**config.mk**
```make
export PLATFORM = sky130hd
export DESIGN_NAME = rotl_unit
export DESIGN_NICKNAME = d
export VERILOG_FILES = /design/src/rtl/rotl_pkg.sv /design/src/rtl/rotl_datapath.sv /design/src/rtl/rotl_ctrl.sv /design/src/rtl/rotl_unit.sv
export SDC_FILE = /design/constraint.sdc
export NUM_CORES = 1
export LEC_CHECK = 0
export BUFFER_PORTS_ARGS = -buffer_cell sky130_fd_sc_hd__buf_2
export CORE_UTILIZATION = 29
export CTS_BUF_LIST = sky130_fd_sc_hd__clkbuf_8
export CTS_CLUSTER_SIZE = 16
export DETAILED_ROUTE_END_ITERATION = 8
export GPL_TIMING_DRIVEN = 1
export SYNTH_ARGS = -nofsm -noshare
export SYNTH_HDL_FRONTEND = slang
export SYNTH_SLANG_ARGS = --single-unit
```
**constraint.sdc**
```tcl
create_clock -name clk -period 6.9 [get_ports clk]
set_clock_uncertainty 0.1 [all_clocks]
set_input_delay 1.38 -clock clk [delete_from_list [all_inputs] [get_ports clk]]
set_output_delay 1.38 -clock clk [all_outputs]
set_load 0.02 [all_outputs]
```
**src/rtl/rotl_pkg.sv**
```systemverilog
package rotl_pkg;
  localparam int DATA_W = 32;
  localparam int CNT_W  = 6;
  localparam int CC_W   = 5;
  localparam int TIME_W = 8;

  typedef struct packed {
    logic load;
    logic finish;
  } rotl_strobe_t;
endpackage

```
**src/rtl/rotl_datapath.sv**
```systemverilog
module rotl_datapath
  import rotl_pkg::*;
#(
  parameter int NUM_REGS   = 8,
  parameter int BASE_SHORT = 6,
  parameter int BASE_LONG  = 8
) (
  input  logic                         clk,
  input  logic                         rstN,
  input  rotl_strobe_t                 strb,
  input  logic [15:0]                  opcode,
  input  logic [DATA_W-1:0]            operand,
  input  logic [NUM_REGS*DATA_W-1:0]   regBank,
  input  logic [CC_W-1:0]              ccIn,
  output logic [TIME_W-1:0]            cycleTotal,
  output logic [DATA_W-1:0]            result,
  output logic [CC_W-1:0]              ccOut,
  output logic                         illegal
);
  localparam int NUM_LANES = 3;

  logic [2:0]        regIdx;
  logic [CNT_W-1:0]  cntNext;
  logic [1:0]        sizeNext;

  assign regIdx   = opcode[11:9];
  assign sizeNext = opcode[7:6];

  always_comb begin
    if (opcode[5])
      cntNext = regBank[32'(regIdx)*DATA_W +: CNT_W];
    else if (regIdx == 3'd0)
      cntNext = CNT_W'(8);
    else
      cntNext = CNT_W'(regIdx);
  end

  always_comb begin
    if (sizeNext == 2'b11)
      cycleTotal = TIME_W'(2);
    else if (sizeNext == 2'b10)
      cycleTotal = TIME_W'(BASE_LONG) + TIME_W'({cntNext, 1'b0});
    else
      cycleTotal = TIME_W'(BASE_SHORT) + TIME_W'({cntNext, 1'b0});
  end

  logic [DATA_W-1:0] opndQ;
  logic [CNT_W-1:0]  cntQ;
  logic [1:0]        sizeQ;
  logic [CC_W-1:0]   ccQ;

  always_ff @(posedge clk or negedge rstN) begin
    if (!rstN) begin
      opndQ <= '0;
      cntQ  <= '0;
      sizeQ <= '0;
      ccQ   <= '0;
    end else if (strb.load) begin
      opndQ <= operand;
      cntQ  <= cntNext;
      sizeQ <= sizeNext;
      ccQ   <= ccIn;
    end
  end

  logic [NUM_LANES-1:0][DATA_W-1:0] laneFull;
  logic [NUM_LANES-1:0]             laneNeg;
  logic [NUM_LANES-1:0]             laneZero;

  for (genvar g = 0; g < NUM_LANES; g++) begin : gLane
    localparam int LW = 8 << g;
    localparam int AW = $clog2(LW);
    logic [2*LW-1:0] dbl;
    logic [LW-1:0]   rot;
    assign dbl = {opndQ[LW-1:0], opndQ[LW-1:0]} << cntQ[AW-1:0];
    assign rot = dbl[2*LW-1:LW];
    assign laneNeg[g]  = rot[LW-1];
    assign laneZero[g] = (rot == '0);
    if (LW < DATA_W) begin : gKeep
      assign laneFull[g] = {opndQ[DATA_W-1:LW], rot};
    end else begin : gAll
      assign laneFull[g] = rot;
    end
  end

  logic illNow;
  assign illNow = (sizeQ == 2'b11);

  always_ff @(posedge clk or negedge rstN) begin
    if (!rstN) begin
      result  <= '0;
      ccOut   <= '0;
      illegal <= 1'b0;
    end else if (strb.finish) begin
      illegal <= illNow;
      if (illNow) begin
        result <= opndQ;
        ccOut  <= ccQ;
      end else begin
        result <= laneFull[sizeQ];
        ccOut  <= {ccQ[4], laneNeg[sizeQ], laneZero[sizeQ], 1'b0,
                   (cntQ != '0) & laneFull[sizeQ][0]};
      end
    end
  end

  assert_upper_keep_R2: assert property (@(posedge clk) disable iff (!rstN)
    strb.finish && sizeQ == 2'b00 |=> result[DATA_W-1:8] == $past(opndQ[DATA_W-1:8]));

  assert_carry_lsb_R4: assert property (@(posedge clk) disable iff (!rstN)
    strb.finish && !illNow && cntQ != '0 |=> ccOut[0] == result[0]);

  assert_no_overflow_R4: assert property (@(posedge clk) disable iff (!rstN)
    strb.finish && !illNow |=> !ccOut[1]);

  assert_zero_count_keep_R6: assert property (@(posedge clk) disable iff (!rstN)
    strb.finish && !illNow && cntQ == '0 |=> result == $past(opndQ) && !ccOut[0]);
endmodule

```
**src/rtl/rotl_ctrl.sv**
```systemverilog
module rotl_ctrl
  import rotl_pkg::*;
(
  input  logic              clk,
  input  logic              rstN,
  input  logic              start,
  input  logic [TIME_W-1:0] cycleTotal,
  output rotl_strobe_t      strb,
  output logic              busy,
  output logic              done
);
  logic [TIME_W-1:0] remain;

  assign strb.load   = start && !busy;
  assign strb.finish = busy && (remain == TIME_W'(1));

  always_ff @(posedge clk or negedge rstN) begin
    if (!rstN) begin
      busy   <= 1'b0;
      done   <= 1'b0;
      remain <= '0;
    end else begin
      done <= strb.finish;
      if (strb.load) begin
        busy   <= 1'b1;
        remain <= cycleTotal - TIME_W'(1);
      end else if (strb.finish) begin
        busy   <= 1'b0;
        remain <= '0;
      end else if (busy) begin
        remain <= remain - TIME_W'(1);
      end
    end
  end

  assert_load_busy_R3: assert property (@(posedge clk) disable iff (!rstN)
    start && !busy |=> busy);

  assert_busy_holds_R3: assert property (@(posedge clk) disable iff (!rstN)
    busy && remain != TIME_W'(1) |=> busy && !done);

  assert_done_pulse_R8: assert property (@(posedge clk) disable iff (!rstN)
    done |=> !done);

  assert_done_idle_R3: assert property (@(posedge clk) disable iff (!rstN)
    !(done && busy));
endmodule

```
**src/rtl/rotl_unit.sv**
```systemverilog
module rotl_unit
  import rotl_pkg::*;
#(
  parameter int NUM_REGS   = 8,
  parameter int BASE_SHORT = 6,
  parameter int BASE_LONG  = 8
) (
  input  logic                       clk,
  input  logic                       rstN,
  input  logic                       start,
  input  logic [15:0]                opcode,
  input  logic [DATA_W-1:0]          operand,
  input  logic [NUM_REGS*DATA_W-1:0] regBank,
  input  logic [CC_W-1:0]            ccIn,
  output logic                       busy,
  output logic                       done,
  output logic [DATA_W-1:0]          result,
  output logic [CC_W-1:0]            ccOut,
  output logic                       illegal
);
  rotl_strobe_t      strb;
  logic [TIME_W-1:0] cycleTotal;

  rotl_ctrl ctrl_i (
    .clk(clk), .rstN(rstN), .start(start), .cycleTotal(cycleTotal),
    .strb(strb), .busy(busy), .done(done)
  );

  rotl_datapath #(.NUM_REGS(NUM_REGS), .BASE_SHORT(BASE_SHORT), .BASE_LONG(BASE_LONG)) dp_i (
    .clk(clk), .rstN(rstN), .strb(strb), .opcode(opcode), .operand(operand),
    .regBank(regBank), .ccIn(ccIn), .cycleTotal(cycleTotal),
    .result(result), .ccOut(ccOut), .illegal(illegal)
  );

  assert_illegal_with_done_R7: assert property (@(posedge clk) disable iff (!rstN)
    illegal && !done |-> $stable(illegal));
endmodule

```
; After elaboration in Yosys (flattened, before gate mapping)
; Index checks and enable logic that the tools add are counted.
[op_classes]
n_addsub = 4
mul = 0
div_mod_pow = 0
magnitude_cmp = 1
eq_ne = 4
shift = 4
n_mux = 17
bitwise = 1
n_reduce_logical = 10
[ops]
columns = op, count
row1 = 256-bit by 9-bit variable part select with 6-bit output, 1
row2 = 32-bit binary-select mux with 2-bit select, 1
row3 = 32-bit two-way mux, 2
row4 = 64-bit by 5-bit left shift with 64-bit output, 1
row5 = 8-bit two-way mux, 5
row6 = 32-bit zero test, 1
row7 = 32-bit by 4-bit left shift with 32-bit output, 1
row8 = 16-bit zero test, 1
row9 = 16-bit by 3-bit left shift with 16-bit output, 1
row10 = 8-bit by 1-bit subtractor with 8-bit output (second input constant), 2
row11 = 3-bit by 7-bit adder with 8-bit output (first input constant), 1
row12 = 4-bit by 7-bit adder with 8-bit output (first input constant), 1
row13 = 8-bit by 1-bit == test with 1-bit output (second input constant), 1
row14 = 8-bit zero test, 1
row15 = 4-bit two-way mux, 2
row16 = 2-bit == test (second input constant), 3
row17 = 6-bit two-way mux, 1
row18 = 6-bit nonzero test, 1
row19 = 1-bit binary-select mux with 2-bit select, 2
row20 = 1-bit two-way mux, 4
row21 = 3-bit zero test, 1
row22 = 2-bit by 3-bit < comparator with 1-bit output (second input constant), 1
row23 = 3-bit nonzero test, 1
row24 = 1-bit logical AND, 2
row25 = other kinds (3), 3
[word_totals]
ff_bits = 93
latch_bits = 0
ram_bits = 0
romBits = 0
in_bits = 312
output_inout_bits = 40
wordCells = 51
memories = 0

; Longest topological paths before layout
; Gate-level depths: netlist of the first run.
[logic_depth]
ltp_word = 8
mapped_depth = 14
depth_no_buf = 12

; Hierarchy
; From an unflattened synthesis of the first run, not the netlist that was laid out.
[hier_totals]
hier_cells = 913
hier_area_um2 = 9132.5
[by_module_without_submodules]
columns = mod, instances, cells_each, area_per_inst_um2, seq_area_each_um2
row1 = rotl_datapath, 1, 830, 8440.6, 2077.0
row2 = rotl_ctrl, 1, 83, 691.9, 250.2

; Least setup slack after synthesis of the first run
; No wires, ideal clock.
[synth_timing]
path_kind = input -> register
start = input opcode[9]
end = register ctrl_i.remain[7]
setup_time_ns = 0.142
t_arrival_ns = 3.861
required_ns = 6.658
setup_slack_ns = 2.797
cell_stages = 12
path_buffers = 1
path_cell_list = buf_2 > mux4_2 > o21ai_1 > and2_1 > inv_1 > ha_1 > inv_1 > nor2_1 > o221a_2 > or4b_1 > xnor2_1 > o221ai_1
[synth_between]
elab_chain_len = 8
elab_cells_between_ends = 10
classes_between = add/sub (3) / shift (1) / mux (5) / reduce/logical (1)
[synth_lines]
columns = element, line_no
row1 = from (decl), rotl_unit.sv:11  ; input logic [15:0] opcode,
row2 = branches (longest 2 deep; another with 256-bit by 9-bit variable part select with 6-bit output), --
row3 = 6-bit two-way mux *, rotl_datapath.sv:30  ; if (opcode[5])
row4 = named net dp_i.cntNext[2], rotl_datapath.sv:23  ; logic [CNT_W-1:0] cntNext;
row5 = 3-bit by 7-bit adder with 8-bit output or 4-bit by 7-bit adder with 8-bit output (tied branches), "rotl_datapath.sv:44, rotl_datapath.sv:42"
row6 = 8-bit two-way mux *, rotl_datapath.sv:41  ; else if (sizeNext == 2'b10)
row7 = 8-bit two-way mux *, rotl_datapath.sv:39  ; if (sizeNext == 2'b11)
row8 = 8-bit by 1-bit subtractor with 8-bit output *, rotl_ctrl.sv:26  ; remain <= cycleTotal - TIME_W'(1);
row9 = 8-bit two-way mux *, rotl_ctrl.sv:24  ; if (strb.load) begin
row10 = to (signal assigned), rotl_ctrl.sv:26
row11 = to (signal assigned), rotl_ctrl.sv:31  ; remain <= remain - TIME_W'(1);
row12 = to (decl), rotl_ctrl.sv:12  ; logic [TIME_W-1:0] remain;
; Mark *: on every way through the listed nets, which the timed path passes.
; A chain may end at the register's enable or synchronous reset.

; Worst setup path after layout of the first run
[layout_timing]
start = input opcode[11]
end = register ctrl_i.remain[7]
[layout_between]
elab_chain_len = 8
elab_cells_between_ends = 10
classes_between = add/sub (3) / shift (1) / mux (5) / reduce/logical (1)
[layout_lines]
columns = element, line_no
row1 = branches (longest 2 deep; another with 256-bit by 9-bit variable part select with 6-bit output), --
row2 = 6-bit two-way mux *, rotl_datapath.sv:30
row3 = 3-bit by 7-bit adder with 8-bit output or 4-bit by 7-bit adder with 8-bit output (tied branches), "rotl_datapath.sv:44, rotl_datapath.sv:42"
row4 = 8-bit two-way mux *, rotl_datapath.sv:41
row5 = 8-bit two-way mux *, rotl_datapath.sv:39
row6 = 8-bit by 1-bit subtractor with 8-bit output *, rotl_ctrl.sv:26
row7 = 8-bit two-way mux *, rotl_ctrl.sv:24
; Mark *: on every way between the ends.

==> results.cfg, run 1 <==
[clock_network]
cts_sinks = 93
htreeDepth = 3
cts-root-buf = clkbuf_8
cts_tree = done
clock_latency_ps = 380
numCtsBuffers = 9
clk_pin_slew_worst_paths_ps = 90
post_cts_resized = 0
cts_buffer_depth = 2
post_cts_buffers = 0
cts_hold_buf = 0

[timing]
min_period_ps = 4200
rsz0062_at_grt = no
setup_violations = 0
fin_worst_hold_slack_ps = 378
tns_ps = 0
tightestPinTransition_ps = 970
max_slew_margin_pct = 35.2
fin_crit_sh_pct = 60.8
slew_violations = 0
fmax_mhz = 238
finalHoldViolations = 0

[synthesis]
synth_compound_area_share_pct = 13.1
ys_seq_area_share_pct = 28.5
synth_top_family_by_area = multiplexers
synth_cell_types = 66
syn_nets = 1224
synth_xor_area_share_pct = 1.18
synthAdderAreaFrac_pct = 0.766
synth-seq-cells = 93
synth_simple_gate_area_share_pct = 18.2
synth.area.mux_share_pct = 33.0
synth_area_per_cell_um2 = 9.00
synthCells = 907
synth_edf_count = 0
netlist_area_mm2 = 0.00817
ys_warn_count = 0
async_flop_share_pct = 100
synth_ff_type = dfrtp_1

[final_layout]
fillerInstances = 2875
final_layout_size_suffix_gt1_share_pct = 27.6
diodes = 0
stdcell_count = 1364
area_growth_pct = 13.5
layout.nets = 1298

[place]
place_hpwl_um = 18500
placed_cells = 1348
numPortBuffers = 133
place.gp.congestion = 0.906

[power]
p_per_area_mw_per_mm2 = 569
p_leak_nw = 4.17
peakVddDrop_v = 0.000204

[routing]
vias = 7295
vias_per_cell = 5.35
firstDrtPassIters = 6
antenna_left = 0
wl_per_cell_um = 18.4
drcViolationCount = 0
drtIter0Drc = 725
wl_um = 25100

[worst_setup_path]
path_class = in2reg
r2r_start = dp_i.cntQ[1]$_DFFE_PN0P_
end_kind = register
cp.arrival_ps = 4350
crit_fanout = 16
startpoint = opcode[11]
cp.required_ps = 7050
cp-start-kind = primary input

[floorplan]
rows = 61
core_region_area_mm2 = 0.0277
die_x_um = 170
ios = 352
dieArea_mm2 = 0.0288
die_y_um = 170
initial_core_util_pct = 29.5

[global_route]
grt_overflow_total = 0
grt_max_degree = 72
grt_usage_pct = 17.7
antenna_found_initial = 2
grt_pass1_vias = 6850
grt_pass1_wl_um = 39400

[worst_hold_path]
hold_path.class = reg2reg
worstHoldStart = dp_i.result[10]$_DFFE_PN0P_

[outcome]
status = finished, final reports clean

[flow_run]
cap_violations = 0
==> power by group <==
part	switching (mW)	internal (mW)	leakage, nW
combinational	2.04	1.59	2.88
clock	0.204	0.187	0.106
sequential	0.457	0.792	1.18
==> worst paths after layout <==
path / to / slack [ps] / depth (start not counted)
worst min register to register: dp_i.result[10]$_DFFE_PN0P_ / 380 / 1
max in group asynchronous: dp_i.cntQ[1]$_DFFE_PN0P_ / 4760 / 2
min in group asynchronous: dp_i.result[3]$_DFFE_PN0P_ / 870 / 1
worst max register to register: dp_i.ccOut[2]$_DFFE_PN0P_ / 2850 / 8
worst min-delay path: dp_i.result[10]$_DFFE_PN0P_ / 380 / 1
worst max-delay path: ctrl_i.remain[7]$_DFFE_PN0P_ / 2700 / 12
==> synth_stat cells, types with 4 or more instances <==
| cell type | number | area (um2) |
|---|---|---|
| o21ai_0 | 52 | 260 |
| nor3_1 | 14 | 70.1 |
| a21o_1 | 14 | 105 |
| nand4_1 | 7 | 43.8 |
| and2_1 | 4 | 25.0 |
| buf_1 | 13 | 48.8 |
| o21ai_1 | 4 | 20.0 |
| o31ai_1 | 4 | 30.0 |
| ha_1 | 5 | 62.6 |
| mux4_2 | 65 | 1460 |
| a211oi_1 | 21 | 158 |
| o211ai_1 | 6 | 45.0 |
| clkbuf_1 | 50 | 188 |
| dfrtp_1 | 93 | 2330 |
| a31oi_1 | 12 | 75.1 |
| mux2_2 | 32 | 360 |
| nand3_1 | 11 | 55.1 |
| nand2_1 | 214 | 803 |
| nor2b_1 | 11 | 68.8 |
| nand2b_1 | 4 | 25.0 |
| xnor2_1 | 7 | 61.3 |
| xor2_1 | 4 | 35.0 |
| a21oi_1 | 22 | 110 |
| mux2i_1 | 83 | 831 |
| buf_2 | 16 | 80.1 |
| a311oi_1 | 5 | 43.8 |
| nor2_1 | 62 | 233 |
| inv_1 | 17 | 63.8 |
==> worst max-delay path, stage by stage <==
cell      delay (ps)
buf_2            310
mux2_1           380
o221a_1          250
a21oi_1          340
ha_1             270
inv_1             60
nor2_1           120
nor2_1            50
o221a_2          280
or4b_1           520
xnor2_1          250
o221ai_1         140
==> logic make-up (layout without fill, tap and decap cells) <==
| family | after synthesis | in the layout |
|---|---|---|
| AO/OA/AOI/OAI | 165 | 165 |
| XOR/XNOR | 11 | 11 |
| adder cells (fa/ha/maj) | 5 | 5 |
| buffers and inverters | 102 | 181 |
| flip-flops | 93 | 93 |
| multiplexers | 183 | 183 |
| AND/OR/NAND/NOR | 348 | 348 |
==> stage by stage <==
stage	total power, mW	util, %	instance area, um2	worst slack, ps
2_1_floorplan	3.84	-	8170	2800
3_3_place_gp	4.79	32.7	9060	2320
3_5_place_dp	4.84	32.7	9060	2290
4_1_cts	5.24	33.5	9270	2720
5_1_grt	5.65	33.5	9270	2530
6_report	5.27	33.5	9270	2700
==> layout by cell type, fill, tap and decap left out, types with 5 or more instances in the layout <==
cell,netlist,routed
inv_1,17,17
nand4_1,7,7
dfrtp_1,93,89
a31oi_1,12,12
buf_4,1,14
nand2_1,214,213
a311oi_1,5,5
o211ai_1,6,6
a21o_1,14,14
mux2i_1,83,83
mux2_2,32,32
clkbuf_8,0,11
o21ai_0,52,52
a21oi_1,22,22
ha_1,5,5
nor3_1,14,14
mux4_2,65,65
a211oi_1,21,21
xnor2_1,7,7
nor2_1,62,62
buf_2,16,132
nor2b_1,11,9
nand3_1,11,11
==> area by class of cell <==
type                       count  area [um2]  share of cell area [%]
clock buffer                  11         151                    1.63
sequential                    93        2330                    25.2
inverter                      19        71.3                   0.769
timing repair buffer         146         766                    8.26
tap                          378         473                    5.10
multi-input combinational    712        5420                    58.5
clock inverter                 5        56.3                   0.607
==> flip-flops by register name, summed over array words and instances (netlist names), 2 cells and up <==
name / cells
ctrl_i.remain: 8
dp_i.ccOut: 5
dp_i.ccQ: 5
dp_i.cntQ: 6
dp_i.opndQ: 32
dp_i.result: 32
dp_i.sizeQ: 2
==> layer usage <==
metal  track usage (%)  wire length [um]  share of wire (%)
met1              25.2             11500                 46
met2              26.7             11000                 44
met3              3.53              1950                7.8
met4              5.60               507                2.0
met5                 0                23              0.092
Power figures use the tool's default switching activity.
==> run 2, diff against run 1 <==
Clock period 6.9 ns to 4.25 ns, I/O delays scaled along.
==> run 2 against run 1 <==
Combinational power increased by 64%. Global-route usage increased by 0.31 points. Total power increased by 66%. Highest routed layer is now met4. Critical endpoint unchanged. Setup slack got worse by 1900 ps.
==> results.cfg, run 2 (synthesis gave the netlist of run 1 again) <==
[outcome]
status = finished, final reports clean

[clock_network]
post_cts_buffers = 0
cts_buffer_depth = 2
clock_latency_ps = 400
numCtsBuffers = 9
cts_tree = done
cts_sinks = 93
htreeDepth = 3
clk_pin_slew_worst_paths_ps = 100
cts-root-buf = clkbuf_8
cts_hold_buf = 0
post_cts_resized = 0

[routing]
antenna_left = 0
vias = 7385
drcViolationCount = 0
wl_um = 25600
drtIter0Drc = 576
vias_per_cell = 5.36
firstDrtPassIters = 5
wl_per_cell_um = 18.6

[floorplan]
die_y_um = 170
initial_core_util_pct = 29.5
ios = 352
rows = 61
die_x_um = 170
dieArea_mm2 = 0.0288
core_region_area_mm2 = 0.0277

[final_layout]
diodes = 0
utilization_pct = 33.9
fillerInstances = 2888
final_layout_size_suffix_gt1_share_pct = 28.6
largestRegisters = dp_i.opndQ: 32 flops, dp_i.result: 32 flops, ctrl_i.remain: 8 flops
area_growth_pct = 15.2
layout.nets = 1313
final_common_cell = nand2_1
layout_common_cells = 213 x nand2_1, 132 x buf_2, 89 x dfrtp_1, 83 x mux2i_1, 65 x mux4_2

[global_route]
grt_max_degree = 73
grt_pass1_vias = 7023
grt_overflow_total = 0
grt_pass1_wl_um = 40100
antenna_found_initial = 0
grt_usage_pct = 18.0

[worst_setup_path]
crit_fanout = 12
cp.required_ps = 4410
end_kind = register
cp.arrival_ps = 3660
path_class = in2reg
cp-start-kind = primary input

[timing]
tns_ps = 0
slew_violations = 0
rsz0062_at_grt = no
max_slew_margin_pct = 38.7
tightestPinTransition_ps = 919
min_period_ps = 3500
fmax_mhz = 286
fin_crit_sh_pct = 82.3
finalHoldViolations = 0
setup_violations = 0

[power]
peakVddDrop_v = 0.000271
p_per_area_mw_per_mm2 = 929
p_leak_nw = 4.25

[worst_hold_path]
hold_path.class = reg2reg

[flow_run]
cap_violations = 0

[place]
place_hpwl_um = 19000
numPortBuffers = 133
place.gp.congestion = 0.887
==> run 2: area by class of cell <==
type	count	area [um2]	share of cell area, %
clock buffers	9	124	1.32
clock inverters	7	90.1	0.958
inverters	19	71.3	0.758
multi-input cells	712	5420	57.7
flip-flops and latches	93	2330	24.8
well taps	378	473	5.03
repair buffers	161	891	9.47
==> run 2: critical path, stage by stage <==
cell	delay (ps)
buf_2	150
buf_4	220
mux2i_1	210
nor2_1	50
o31ai_1	470
inv_1	180
ha_1	250
inv_1	80
nor2_1	50
o221a_2	280
or4b_1	520
xnor2_1	220
o221ai_1	140
==> run 2: layer usage <==
metal	GRT usage, %	wire length (um)
met1	25.7	11600
met5	0	0
met3	2.86	2140
met4	6.46	596
met2	27.3	11300
==> run 2: power by group <==
part | internal [mW] | leakage [nW] | switching [mW] | total [mW]
Combinational | 2.68 | 2.95 | 3.26 | 5.94
Clock | 0.329 | 0.111 | 0.334 | 0.664
Sequential | 1.28 | 1.18 | 0.855 | 2.14
==> run 2: worst paths after layout <==
kind | start | end | slack (ps) | cells after the start
setup reg to reg | dp_i.cntQ[2]$_DFFE_PN0P_ | dp_i.ccOut[2]$_DFFE_PN0P_ | 850 | 9
max in group asynchronous | rstN | dp_i.opndQ[31]$_DFFE_PN0P_ | 2720 | 2
hold reg to reg | dp_i.result[28]$_DFFE_PN0P_ | dp_i.result[28]$_DFFE_PN0P_ | 370 | 1
min in group asynchronous | rstN | ctrl_i.done$_DFF_PN0_ | 480 | 1
hold / removal | dp_i.result[28]$_DFFE_PN0P_ | dp_i.result[28]$_DFFE_PN0P_ | 370 | 1
setup / recovery | opcode[11] | ctrl_i.remain[7]$_DFFE_PN0P_ | 750 | 13
==> run 2: through the flow <==
stage | hold slack, ps | setup WS (ps) | total power [mW] | cells | cell area [um2]
CTS | 381 | 765 | 8.69 | 1379 | 9400
global placement | 356 | 356 | 7.93 | 1363 | 9190
detailed placement | 359 | 354 | 8.00 | 1363 | 9190
finish | 374 | 752 | 8.74 | 1379 | 9400
floorplan | 337 | 677 | 6.24 | 907 | 8170
global route | 398 | 514 | 9.37 | 1379 | 9400
==> run 3, diff against run 2 <==
Clock period 4.25 ns to 3.1 ns, I/O delays scaled along.
==> run 3 against run 2 <==
The run now ends with design-rule violations left. First-iteration DRC count up 0.52%. Global-route usage grew 0.70 points. Setup slack lost 700 ps. Register-to-register slack worse by 700 ps. Cell count rose by 6.5%. Non-clock buffer count up 91. Critical path type unchanged. Highest routed layer is now met5.
==> results.cfg, run 3 (synthesis gave the netlist of run 1 again) <==
[routing]
vias_per_cell = 5.25
wl_per_cell_um = 18.0
wl_um = 26400
dr_wl_met3_um = 2370
vias = 7708
drtIter0Drc = 579
antenna_left = 0
routed.top_layer = met5
wl_met1_um = 11700
met2_length_um = 11700
drcViolationCount = 2
firstDrtPassIters = 7

[clock_network]
clock_latency_ps = 390
cts-root-buf = clkbuf_8
numCtsBuffers = 9
clk_pin_slew_worst_paths_ps = 100
cts_sinks = 93
cts_buffer_depth = 2
htreeDepth = 3
cts_tree = done

[final_layout]
final_layout_size_suffix_gt1_share_pct = 37.1
ff_latch_area_mm2 = 0.00233
multiInputGateArea_mm2 = 0.00555
diodes = 0
area_growth_pct = 26.7
layout.nets = 1404
utilization_pct = 37.3
layout_common_cells = 212 x nand2_1, 132 x buf_2, 104 x buf_4, 89 x dfrtp_1, 77 x mux2i_1
fillerInstances = 2846
final_common_cell = nand2_1
largestRegisters = dp_i.opndQ: 32 flops, dp_i.result: 32 flops, ctrl_i.remain: 8 flops

[worst_setup_path]
cp.required_ps = 3220
cp.arrival_ps = 3170
worstRegToRegCells = 11
regToRegSetupSlack_ps = 150
path_class = in2reg
startpoint = opcode[11]
crit_fanout = 6
cp-start-kind = primary input
r2r_start = dp_i.cntQ[2]$_DFFE_PN0P_
worstReg2RegEnd = dp_i.result[8]$_DFFE_PN0P_
end_kind = register
endpoint = ctrl_i.remain[7]$_DFFE_PN0P_

[timing]
min_period_ps = 3050
fin_crit_sh_pct = 98.2
tightestPinTransition_ps = 1050
slew_violations = 0
max_slew_margin_pct = 29.8
fmax_mhz = 328
tns_ps = 0
setup_violations = 0
finalHoldViolations = 0

[power]
p_total_mw = 13.2
p_per_area_mw_per_mm2 = 1280
peakVddDrop_v = 0.000363
p_leak_nw = 4.74

[floorplan]
rows = 61
dieArea_mm2 = 0.0288
die_x_um = 170
ios = 352
initial_core_util_pct = 29.5
die_y_um = 170
core_region_area_mm2 = 0.0277

[place]
place_hpwl_um = 20300
place.gp.congestion = 0.917
numPortBuffers = 133

[global_route]
grt_max_degree = 69
grt_pass1_vias = 7477
grt_overflow_total = 0
antenna_found_initial = 2
grt_pass1_wl_um = 41500
grt_usage_pct = 18.7

[worst_hold_path]
hold_path.class = in2async

[outcome]
violations = design-rule violations
status = finished, violations left

[flow_run]
cap_violations = 0
-- run 3: cell count changes in the layout (fill, tap and decap cells not counted), moves of 3 or more --
cell	delta
buf_4	+76
buf_12	+11
mux2i_1	-6
mux2i_2	+6
mux2_4	+4
ha_1	-3
ha_2	+3
mux2_2	-3
nor2_1	-3
nor2_2	+3
-- run 3: worst min-delay path by stage --
stage / endpoint / start
4_1_cts: dp_i.result[16]$_DFFE_PN0P_ / rstN
3_5_place_dp: dp_i.ccOut[4]$_DFFE_PN0P_ / dp_i.ccQ[4]$_DFFE_PN0P_
3_3_place_gp: dp_i.ccOut[4]$_DFFE_PN0P_ / dp_i.ccQ[4]$_DFFE_PN0P_
2_1_floorplan: ctrl_i.busy$_DFFE_PN0P_ / rstN
5_1_grt: dp_i.result[29]$_DFFE_PN0P_ / rstN
6_report: dp_i.result[17]$_DFFE_PN0P_ / rstN
-- run 3: area by class of cell --
cell class              instances  share of cell area, %
repair buffers                252                   16.8
flip-flops and latches         93                   22.5
clock inverters                 4                  0.314
inverters                      19                  0.689
well taps                     378                   4.57
clock buffers                  11                   1.46
multi-input cells             712                   53.6
-- run 3: critical path, cell delays in order --
cell and delay [ps]:
clkbuf_4 160, mux2_2 360, o221a_1 260, a2111o_1 450, o31a_1 250, and3b_1 190, or4b_4 540, xnor2_1 210
o221ai_1 130
-- run 3: power by group --
part	total, mW	internal (mW)	switching [mW]
logic	9.90	4.69	5.21
clock network	0.787	0.335	0.452
registers	2.55	1.77	0.783
-- run 3: what timing repair did --
item                                    CTS  global route
endpoints found under the setup margin    1             2
gates resized for setup                   1            30
cloned                                    0             1
pin swaps                                 0             9
setup buffers                             4            11
hold buffers                              0             0
-- run 3: routing by layer --
layer | global-route usage [%] | vias up
li1 | - | 3662
met1 | 25.7 | 3648
met2 | 28.9 | 354
met3 | 4.37 | 42
met4 | 5.84 | 2
met5 | 0 | -
-- run 3: through the flow --
step,area [um2],hold WS [ps],std cells,setup WS (ps)
global placement,9890,355,1439,-319
floorplan,8210,224,907,8.05
global route,10300,81.5,1469,-17.8
detailed placement,9890,358,1439,-342
finish,10300,75.9,1469,54.8
CTS,10100,70.3,1458,35.4
